<file path="src/rtl/ihs_pkg.sv">
package ihs_pkg;

  typedef logic [1:0] code_t;

  // tracker position: which code was seen last in the current cycle
  typedef enum logic [2:0] {
    TRK_START,
    TRK_SAW01,
    TRK_SAW11,
    TRK_SAW10,
    TRK_SAW00,
    TRK_LOCK
  } trk_e;

  localparam code_t CODE_OPEN  = 2'b01;
  localparam code_t CODE_SECND = 2'b11;
  localparam code_t CODE_THIRD = 2'b10;
  localparam code_t CODE_FOURT = 2'b00;

  // code that moves the tracker forward from a given position
  function automatic code_t wanted_code(trk_e pos);
    case (pos)
      TRK_SAW01: wanted_code = CODE_SECND;
      TRK_SAW11: wanted_code = CODE_THIRD;
      TRK_SAW10: wanted_code = CODE_FOURT;
      default:   wanted_code = CODE_OPEN;
    endcase
  endfunction

  function automatic trk_e step_after(trk_e pos);
    case (pos)
      TRK_START: step_after = TRK_SAW01;
      TRK_SAW01: step_after = TRK_SAW11;
      TRK_SAW11: step_after = TRK_SAW10;
      TRK_SAW10: step_after = TRK_SAW00;
      default:   step_after = TRK_SAW01;
    endcase
  endfunction

endpackage

</file>
<file path="src/rtl/ihs_in_sync.sv">
module ihs_in_sync #(
  parameter int STAGES = 2,
  parameter int WIDTH  = 2
) (
  input  logic             clk,
  input  logic             rst_n,
  input  logic [WIDTH-1:0] raw_in,
  output logic [WIDTH-1:0] sync_out,
  output logic             changed
);

  logic [WIDTH-1:0] last_q;

  for (genvar b = 0; b < WIDTH; b++) begin : g_bit
    if (STAGES <= 1) begin : g_single
      logic flop_q;
      always_ff @(posedge clk or negedge rst_n) begin
        if (!rst_n) flop_q <= 1'b0;
        else        flop_q <= raw_in[b];
      end
      assign sync_out[b] = flop_q;
    end else begin : g_chain
      logic [STAGES-1:0] chain_q;
      always_ff @(posedge clk or negedge rst_n) begin
        if (!rst_n) chain_q <= '0;
        else        chain_q <= {chain_q[STAGES-2:0], raw_in[b]};
      end
      assign sync_out[b] = chain_q[STAGES-1];
    end
  end

  always_ff @(posedge clk or negedge rst_n) begin
    if (!rst_n) last_q <= '0;
    else        last_q <= sync_out;
  end

  assign changed = (sync_out != last_q);

endmodule

</file>
<file path="src/rtl/ihs_seq_track.sv">
module ihs_seq_track
  import ihs_pkg::*;
#(
  parameter int REPEATS = 5,
  parameter int CW      = 3
) (
  input  logic          clk,
  input  logic          rst_n,
  input  code_t         code,
  input  logic          changed,
  output logic [CW-1:0] rep_cnt,
  output logic          seq_ok
);

  localparam logic [CW-1:0] LAST_REP = CW'(REPEATS - 1);
  localparam logic [CW-1:0] FULL_REP = CW'(REPEATS);

  trk_e pos_q;

  always_ff @(posedge clk or negedge rst_n) begin
    if (!rst_n) begin
      pos_q   <= TRK_START;
      rep_cnt <= '0;
      seq_ok  <= 1'b0;
    end else if (changed && pos_q != TRK_LOCK) begin
      if (code == wanted_code(pos_q)) begin
        if (pos_q == TRK_SAW00) begin
          if (rep_cnt == LAST_REP) begin
            pos_q   <= TRK_LOCK;
            rep_cnt <= FULL_REP;
            seq_ok  <= 1'b1;
          end else begin
            pos_q   <= TRK_SAW01;
            rep_cnt <= rep_cnt + 1'b1;
          end
        end else begin
          pos_q <= step_after(pos_q);
        end
      end else begin
        pos_q   <= TRK_START;
        rep_cnt <= '0;
      end
    end
  end

endmodule

</file>
<file path="src/rtl/ihs_ack_train.sv">
module ihs_ack_train #(
  parameter int TOGGLES = 10,
  parameter int HOLD    = 4
) (
  input  logic clk,
  input  logic rst_n,
  input  logic start,
  output logic ack_pin,
  output logic done
);

  localparam int TW = $clog2(TOGGLES + 1);
  localparam int HW = (HOLD > 1) ? $clog2(HOLD) : 1;
  localparam logic [TW-1:0] LAST_TOG = TW'(TOGGLES);
  localparam logic [HW-1:0] LAST_HLD = HW'(HOLD - 1);

  logic          busy_q;
  logic [TW-1:0] tog_q;
  logic [HW-1:0] hold_q;

  always_ff @(posedge clk or negedge rst_n) begin
    if (!rst_n) begin
      busy_q  <= 1'b0;
      tog_q   <= '0;
      hold_q  <= '0;
      ack_pin <= 1'b0;
      done    <= 1'b0;
    end else if (!busy_q) begin
      if (start && !done) begin
        busy_q  <= 1'b1;
        ack_pin <= ~ack_pin;
        tog_q   <= TW'(1);
        hold_q  <= '0;
      end
    end else if (tog_q == LAST_TOG) begin
      busy_q <= 1'b0;
      done   <= 1'b1;
    end else if (hold_q == LAST_HLD) begin
      ack_pin <= ~ack_pin;
      tog_q   <= tog_q + 1'b1;
      hold_q  <= '0;
    end else begin
      hold_q <= hold_q + 1'b1;
    end
  end

endmodule

</file>
<file path="src/rtl/init_handshake_det.sv">
module init_handshake_det
  import ihs_pkg::*;
#(
  parameter int SYNC_STAGES = 2,
  parameter int REPEATS     = 5,
  parameter int TOGGLES     = 10,
  parameter int HOLD_CYCLES = 4
) (
  input  logic clk,
  input  logic rst_n,
  input  logic det_hi,
  input  logic det_lo,
  output logic ack_pin,
  output logic init_done
);

  localparam int CNT_W = $clog2(REPEATS + 1);

  code_t            code_s;
  logic             code_chg;
  logic [CNT_W-1:0] rep_cnt;
  logic             seq_ok;

  ihs_in_sync #(
    .STAGES(SYNC_STAGES),
    .WIDTH (2)
  ) u_sync (
    .clk     (clk),
    .rst_n   (rst_n),
    .raw_in  ({det_hi, det_lo}),
    .sync_out(code_s),
    .changed (code_chg)
  );

  ihs_seq_track #(
    .REPEATS(REPEATS),
    .CW     (CNT_W)
  ) u_track (
    .clk    (clk),
    .rst_n  (rst_n),
    .code   (code_s),
    .changed(code_chg),
    .rep_cnt(rep_cnt),
    .seq_ok (seq_ok)
  );

  ihs_ack_train #(
    .TOGGLES(TOGGLES),
    .HOLD   (HOLD_CYCLES)
  ) u_ack (
    .clk    (clk),
    .rst_n  (rst_n),
    .start  (seq_ok),
    .ack_pin(ack_pin),
    .done   (init_done)
  );

endmodule

</file>
<file path="config.mk">
export PLATFORM = sky130hd
export DESIGN_NAME = init_handshake_det
export DESIGN_NICKNAME = d
export VERILOG_FILES = /design/src/rtl/ihs_pkg.sv /design/src/rtl/ihs_in_sync.sv /design/src/rtl/ihs_seq_track.sv /design/src/rtl/ihs_ack_train.sv /design/src/rtl/init_handshake_det.sv
export SDC_FILE = /design/constraint.sdc
export NUM_CORES = 1
export LEC_CHECK = 0
export BUFFER_PORTS_ARGS = -buffer_cell sky130_fd_sc_hd__buf_2
export CAP_MARGIN = 20
export CELL_PAD_IN_SITES_DETAIL_PLACEMENT = 1
export CELL_PAD_IN_SITES_GLOBAL_PLACEMENT = 1
export CORE_MARGIN = 5
export CORE_UTILIZATION = 47
export DETAILED_ROUTE_END_ITERATION = 8
export HOLD_SLACK_MARGIN = 0.08
export PLACE_DENSITY = 0.78
export REMOVE_ABC_BUFFERS = 1
export SKIP_CTS_REPAIR_TIMING = 1
export SLEW_MARGIN = 20
export SYNTH_ARGS = -nofsm -noshare
export SYNTH_HDL_FRONTEND = slang
export SYNTH_SLANG_ARGS = --single-unit
export TNS_END_PERCENT = 10
</file>
<file path="constraint.sdc">
create_clock -name clk -period 1.8 [get_ports clk]
set_input_delay 0.18 -clock clk [delete_from_list [all_inputs] [get_ports clk]]
set_output_delay 0.18 -clock clk [all_outputs]
set_load 0.02 [all_outputs]
</file>
# Word-level counts from Yosys, hierarchy flattened
# Cells that the tools add are included.
[classes]
addsub = 3
eq_ne = 13
n_mux = 24
bitwise_logic = 1
n_reduce_logical = 9
[ops]
columns = ["operator", "count"]
rows = [
  ["two-way mux 3 bit", 6],
  ["two-way mux 4 bit", 4],
  ["two-way mux 2 bit", 5],
  ["one-hot mux 3 bit (3 select lines)", 1],
  ["two-way mux 1 bit", 7],
  ["equality test 3 x 2 -> 1 bit, second input constant", 2],
  ["equality test 3 bit, second input constant", 2],
  ["inequality test 2 bit, second input constant", 3],
  ["one-hot mux 2 bit (3 select lines)", 1],
  ["AND reduction 2 bit", 3],
  ["adder 4 x 1 -> 4 bit, second input constant", 1],
  ["equality test 4 bit, second input constant", 1],
  ["AND reduction 4 bit", 1],
  ["adder 3 x 1 -> 3 bit, second input constant", 1],
  ["equality test 3 x 1 -> 1 bit, second input constant", 1],
  ["inequality test 3 bit, second input constant", 1],
  ["AND reduction 3 bit", 1],
  ["adder 2 x 1 -> 2 bit, second input constant", 1],
  ["equality test 2 bit", 1],
  ["equality test 2 bit, second input constant", 1],
  ["logical AND 1 bit", 2],
  ["inequality test 2 bit", 1],
  ["nonzero test 2 bit", 1],
  ["zero test 1 bit", 1],
  ["NOT 1 bit", 1],
]
[totals]
ff_bits = 22
input_bits = 4
word_cells = 61

# Depth between registers and ports, before layout
# Gate-level depths: netlist of the first run.
[depth]
depth_word = 6
mapped_depth = 7
mapped_depth_nobuf = 7

# By module
# Synthesis of the first run repeated with hierarchy kept, for this count alone.
[hier_totals]
hier_cells = 98
area_unflattened_um2 = 1103.6
[by_module_without_submodules]
columns = ["module", "instances", "cells_each", "area_each_um2", "seq_area_each_um2"]
rows = [
  ["ihs_ack_train", 1, 38, 460.4, 225.2],
  ["ihs_seq_track", 1, 49, 456.7, 175.2],
  ["ihs_in_sync", 1, 11, 186.4, 150.1],
]

# Least setup slack after synthesis of the first run
# No wires, ideal clock.
[synth_timing]
kind = "reg-to-reg"
from = "reg u_ack.tog_q[0]"
to = "reg u_ack.tog_q[1]"
setup_time_ns = 0.128
arrival_time_ns = 1.404
required_time_ns = 1.672
path_slack_ns = 0.268
stages_incl_launch_ff = 8
n_path_buf = 0
synth_period_minus_slack_ns = 1.532
path_cell_list = "dfrtp_1 -> inv_1 -> ha_1 -> nand3b_1 -> a21oi_2 -> inv_2 -> nand2_1 -> mux2_1"
[synth_between]
elab_chain_len = 4
word_cells_on_any_way = 7
classes_between = "add/sub (1); eq/ne (2); mux (3); reduce/logical (1)"
[synth_lines]
columns = ["item", "line", "rtl"]
rows = [
  ["start, declared", "ihs_ack_train.sv:18", "logic [TW-1:0] tog_q;"],
  ["start signal, assigned", "ihs_ack_train.sv:40", "tog_q <= tog_q + 1'b1;"],
  ["adder 4 x 1 -> 4 bit", "ihs_ack_train.sv:40", ""],
  ["two-way mux 4 bit", "ihs_ack_train.sv:38", "end else if (hold_q == LAST_HLD) begin"],
  ["two-way mux 4 bit", "ihs_ack_train.sv:35", "end else if (tog_q == LAST_TOG) begin"],
  ["two-way mux 4 bit", "ihs_ack_train.sv:28", "end else if (!busy_q) begin"],
]
# Several ways; a longest one is shown, not always the timed one. The select of a mux whose other input is x is not followed.
# A chain may end at the register's enable or synchronous reset.

# Worst setup path after layout of the first run
# Same ends and word-level chain as after synthesis.

==> results of run 1 <==
## kinds of logic after synthesis
logic type               synth area share
multiplexers                       0.0203
XOR/XNOR                           0.0473
buffers and inverters              0.0315
AO/OA/AOI/OAI                       0.137
adder cells (fa/ha/maj)            0.0563
AND/OR/NAND/NOR                     0.212
flip-flops                          0.495
## power groups by stage
stage / combinational [uW] / sequential (uW) / clock [uW]
5_1_grt: 98.4 / 530 / 312
3_5_place_dp: 83.4 / 537 / 0
4_1_cts: 83.4 / 528 / 285
2_1_floorplan: 59.5 / 531 / 0
6_report: 86.6 / 528 / 272
3_3_place_gp: 78.7 / 536 / 0
## final cells by class
cell class                 instances  share of cell area
sequential                        22               0.441
multi-input combinational         68               0.421
timing repair buffer              11              0.0622
clock buffer                       4              0.0291
tap                               28              0.0281
inverter                           6              0.0181
## flip-flops by register name, summed over array words and instances (netlist names)
name,count
u_ack.busy_q,1
u_ack.hold_q,2
u_ack.ack_pin,1
u_track.pos_q,3
u_sync.last_q,2
u_track.seq_ok,1
u_track.rep_cnt,3
u_ack.tog_q,4
u_sync.g_bit.g_chain.chain_q,4
u_ack.done,1
## routing by layer
layer | vias up | track usage | part of all wire
met5 | - | 0 | 0
met2 | 9 | 0.250 | 0.51
li1 | 377 | - | -
met3 | 2 | 0.0197 | 0.023
met4 | 0 | 0.0841 | 0.011
met1 | 405 | 0.182 | 0.45
## metrics by stage
| step | utilization | total power, uW |
|---|---|---|
| after floorplan | - | 590 |
| final | 0.559 | 886 |
| after detailed placement | 0.519 | 621 |
| after global routing | 0.559 | 941 |
| after CTS | 0.535 | 896 |
| after global placement | 0.519 | 615 |
## cells in the final DEF, fill, tap and decap left out, drive strengths merged, types with 3 or more instances in the layout
cell	n
inv	6
ha	5
nand2b	4
nand2	5
dlygate4sd3	3
o21ai	5
nor2b	3
xor2	5
clkbuf	4
a21oi	3
nand3	4
nor2	5
nand3b	3
dfrtp	22
buf	8
## path summary, 6_finish.rpt
check | start | end | cells past startpoint | slack, ns
worst min register to register | u_sync.g_bit[0].g_chain.chain_q[0] | u_sync.g_bit[0].g_chain.chain_q[1] | 0 | 0.37
max in group asynchronous | rst_n | u_ack.hold_q[0] | 2 | 1.11
min in group clk | u_sync.g_bit[0].g_chain.chain_q[0] | u_sync.g_bit[0].g_chain.chain_q[1] | 0 | 0.37
worst max-delay path | u_ack.tog_q[0] | u_ack.tog_q[1] | 7 | 0.10
worst min-delay path | rst_n | u_track.rep_cnt[1] | 2 | 0.35
worst max register to register | u_ack.tog_q[0] | u_ack.tog_q[1] | 7 | 0.10
==> impl_metrics.yaml, run 1 <==
outcome:
  status: "finished, final reports clean"
timing:
  hold_viol: 0
  finalCritPeriodShare: 0.943
  tightestPinTransition_ns: 0.496
  fin_ws_ns: 0.102
  setup_total_negative_slack_ns: 0
  clock_skew_ns: 0.00529
  finalCriticalPeriod_ns: 1.70
  maxSlewViolCount: 0
  relSlewSlack: 0.669
  fmax_ghz: 0.589
  setup_violations: 0
  whs_ns: 0.354
place:
  placed_area_um2: 1160
  portBuffers: 5
  placed_cells: 129
  dpl_worst_slack_ns: 0.102
  dp_hpwl_um: 1580
  finalWeightedCongestion: 0.788
power_and_ir_drop:
  switching_share: 0.241
  p_int_uw: 673
  pwr-share-seq: 0.596
  ir_worst_vdd_v: 0.000518
  power.leakage_uw: 0.000565
  p_clk_frac: 0.307
  combinationalPowerShare: 0.098
  p_switching_uw: 214
  power.density_nw_per_um2: 711
yosys:
  synth_area_um2: 1110
  avgSynthCellArea_um2: 11.3
  netlist_instances: 98
  synth_edf_count: 0
  ys.flop_type: "dfrtp_1"
  ys_top_cells_by_area: "dfrtp_1 50%, ha_1 5.6%, xor2_1 3.9%"
  yosysTopAreaCellShare: 0.495
  ys_seq_elements: 22
  ys_types: 39
  synth_top_cell_by_area: "dfrtp_1"
  synthMostInstantiatedCell: "dfrtp_1"
  synthArstFlopShare: 1.00
  seq_area_frac_synth: 0.495
  ys_top_cells_by_count: "22 x dfrtp_1, 5 x ha_1, 5 x inv_1, 5 x nand2_1, 5 x xor2_1"
  yosysWarnings: 0
critical_path:
  crit_fanout: 4
  cp.required_ns: 2.00
  cp-start-kind: "register"
  worst_path_max_delay_cell: "dfrtp_1"
  cp.arrival_ns: 1.90
  worstPathCellList: "inv_1, ha_1, nand3b_1, a21oi_2, inv_2, nand2_1, mux2_1"
  slowest_delay_ns: 0.43
  critPathTopFamily: "flip-flops"
  critPathBufInv: 2
  crit_path_end_kind: "register"
  path_class: "register to register"
clock_network:
  htreeDepth: 1
  cts_tree: "yes"
  clk_latency_ns: 0.31
  cts-root-buf: "clkbuf_4"
  clock_path_buffers: 2
  clock-sinks: 22
  clk_pin_slew_worst_paths_ns: 0.12
  numCtsBuffers: 3
die:
  dieArea_um2: 3440
  io_pins: 6
  start_util: 0.497
  die_y_um: 58.6
  coreArea_um2: 2230
  dieWidth_um: 58.6
  num_rows: 17
drt:
  first_pass_iters: 4
  viasPerCell: 5.71
  wl_per_cell_um: 15.9
  drc: 0
  ant_nets: 0
  routed_wl_um: 2220
  num_vias: 793
  drt-initial-drc-count: 21
global_route:
  grtUsageTotal: 0.148
  grt_max_degree: 23
  antenna_found_initial: 0
  grt_overflow: 0
  grt_pass1_vias: 844
  grt_first_pass_wirelength_um: 3860
worst_hold_path:
  hp-class: "primary input to asynchronous set/reset pin"
finish:
  multiInputGateArea_um2: 526
  num-nets-final: 121
  n_fill_cell: 237
  area_growth_pct: 12.3
  drive_gt1_frac: 0.162
  antennaDiodeCount: 0
  final_area_um2: 1250
  fin_cells: 139
  seqCellArea_um2: 551
run:
  maxCapViolations: 0
Power figures use the tool's default switching activity.
==> run 2, diff against run 1 <==
- clock period: 1.8 -> 1.73 ns (I/O delays scaled with it)
==> run 2 against run 1 <==
Net effect: critical path depth stayed put; setup slack better by 0.017 ns; first-iteration DRC count is 38% lower; via count is 4.0% lower; largest cell class unchanged; wire length is 4.2% lower; combinational power is 2.9% higher; core utilization is 0.056 points higher; global-route usage is 0.63 points lower.
==> impl_metrics.yaml, run 2 (synthesis gave the netlist of run 1 again) <==
global_route:
  antenna_found_initial: 0
  grtUsageTotal: 0.142
  grt_pass1_vias: 853
  grt_first_pass_wirelength_um: 3720
  grt_max_degree: 23
  grt_overflow: 0
drt:
  ant_nets: 0
  wl_per_cell_um: 15.5
  drt-initial-drc-count: 13
  first_pass_iters: 4
  num_vias: 761
  drc: 0
  viasPerCell: 5.55
  routed_wl_um: 2120
place:
  portBuffers: 5
  dp_hpwl_um: 1610
  finalWeightedCongestion: 0.828
  placed_cells: 130
  dpl_worst_slack_ns: 0.118
timing:
  hold_viol: 0
  setup_total_negative_slack_ns: 0
  finalCritPeriodShare: 0.931
  finalCriticalPeriod_ns: 1.61
  tightestPinTransition_ns: 0.485
  maxSlewViolCount: 0
  fin_ws_ns: 0.119
  relSlewSlack: 0.676
  clock_skew_ns: 0.0162
  setup_violations: 0
  fmax_ghz: 0.621
  whs_ns: 0.335
  rsz0062_at_grt: "false"
power_and_ir_drop:
  power.leakage_uw: 0.000561
  fin_total_pwr_uw: 1030
  ir_worst_vdd_v: 0.000574
  power.density_nw_per_um2: 826
clock_network:
  htreeDepth: 1
  cts-root-buf: "clkbuf_4"
  clk_pin_slew_worst_paths_ns: 0.13
  clk_latency_ns: 0.31
  numCtsBuffers: 3
  cts_tree: "yes"
  clock-sinks: 22
  clock_path_buffers: 2
finish:
  reg_top3: "u_ack.tog_q (4), u_sync.g_bit.g_chain.chain_q (4)"
  fin_cells: 137
  antennaDiodeCount: 0
  drive_gt1_frac: 0.147
  n_fill_cell: 246
  seqCellArea_um2: 551
  multiInputGateArea_um2: 526
  num-nets-final: 119
  final_common_cell: "dfrtp_1"
  area_growth_pct: 12.4
die:
  dieWidth_um: 58.6
  io_pins: 6
  num_rows: 17
  start_util: 0.497
  coreArea_um2: 2230
  dieArea_um2: 3440
  die_y_um: 58.6
critical_path:
  cp.required_ns: 1.92
  cp.arrival_ns: 1.80
  crit_path_end_kind: "register"
  path_class: "register to register"
  r2r-end: "u_ack.tog_q[1]"
  cp-start-kind: "register"
  crit-reg2reg-launch: "u_ack.tog_q[0]"
  reg2reg_slack_ns: 0.12
  r2r.worst_path.cells: 7
  crit_fanout: 4
worst_hold_path:
  hp-class: "primary input to asynchronous set/reset pin"
outcome:
  status: "finished, final reports clean"
run:
  maxCapViolations: 0
==> run 2: changes by cell type in the layout (fill, tap and decap cells not counted), sizes merged <==
cell,change
bufinv,+1
clkbuf,-1
buf,-2
==> run 2: routing by layer <==
layer / track usage / vias up / share of wire
li1: - / 374 / -
met1: 0.179 / 378 / 0.47
met2: 0.249 / 7 / 0.50
met3: 0.0263 / 2 / 0.022
met4: 0.0388 / 0 / 0.0061
met5: 0 / - / 0
==> run 2: cell type report <==
class                      instances  area share
sequential                        22       0.441
multi-input combinational         68       0.421
timing repair buffer               9      0.0501
tap                               28      0.0281
clock inverter                     1      0.0240
clock buffer                       3      0.0180
inverter                           6      0.0180
==> run 2: report_power, final <==
part | internal [uW] | switching (uW)
Clock | 234 | 159
Sequential | 527 | 22.6
Combinational | 44.8 | 44.2
Total | 806 | 226
==> run 2: how the worst max path moves through the flow <==
stage,endpoint,cells after the start,startpoint
finish,u_ack.tog_q[1],7,u_ack.tog_q[0]
global route,u_ack.tog_q[1],7,u_ack.tog_q[0]
CTS,u_ack.tog_q[1],7,u_ack.tog_q[0]
detailed placement,u_ack.tog_q[1],7,u_ack.tog_q[0]
global placement,u_ack.tog_q[1],7,u_ack.tog_q[0]
floorplan,u_ack.tog_q[1],7,u_ack.tog_q[0]
==> run 2: stage by stage <==
stage | area, um2 | util
after floorplan | 1100 | -
after global routing | 1250 | 0.559
after CTS | 1220 | 0.546
after global placement | 1170 | 0.522
after detailed placement | 1170 | 0.522
final | 1250 | 0.559
==> run 2: critical path, stage by stage (launching register included) <==
cell and delay [ns]:
dfrtp_1 0.43, inv_1 0.09, ha_1 0.15, nand3b_1 0.11, a21oi_2 0.21, inv_2 0.07
nand2_1 0.12, mux2_1 0.33
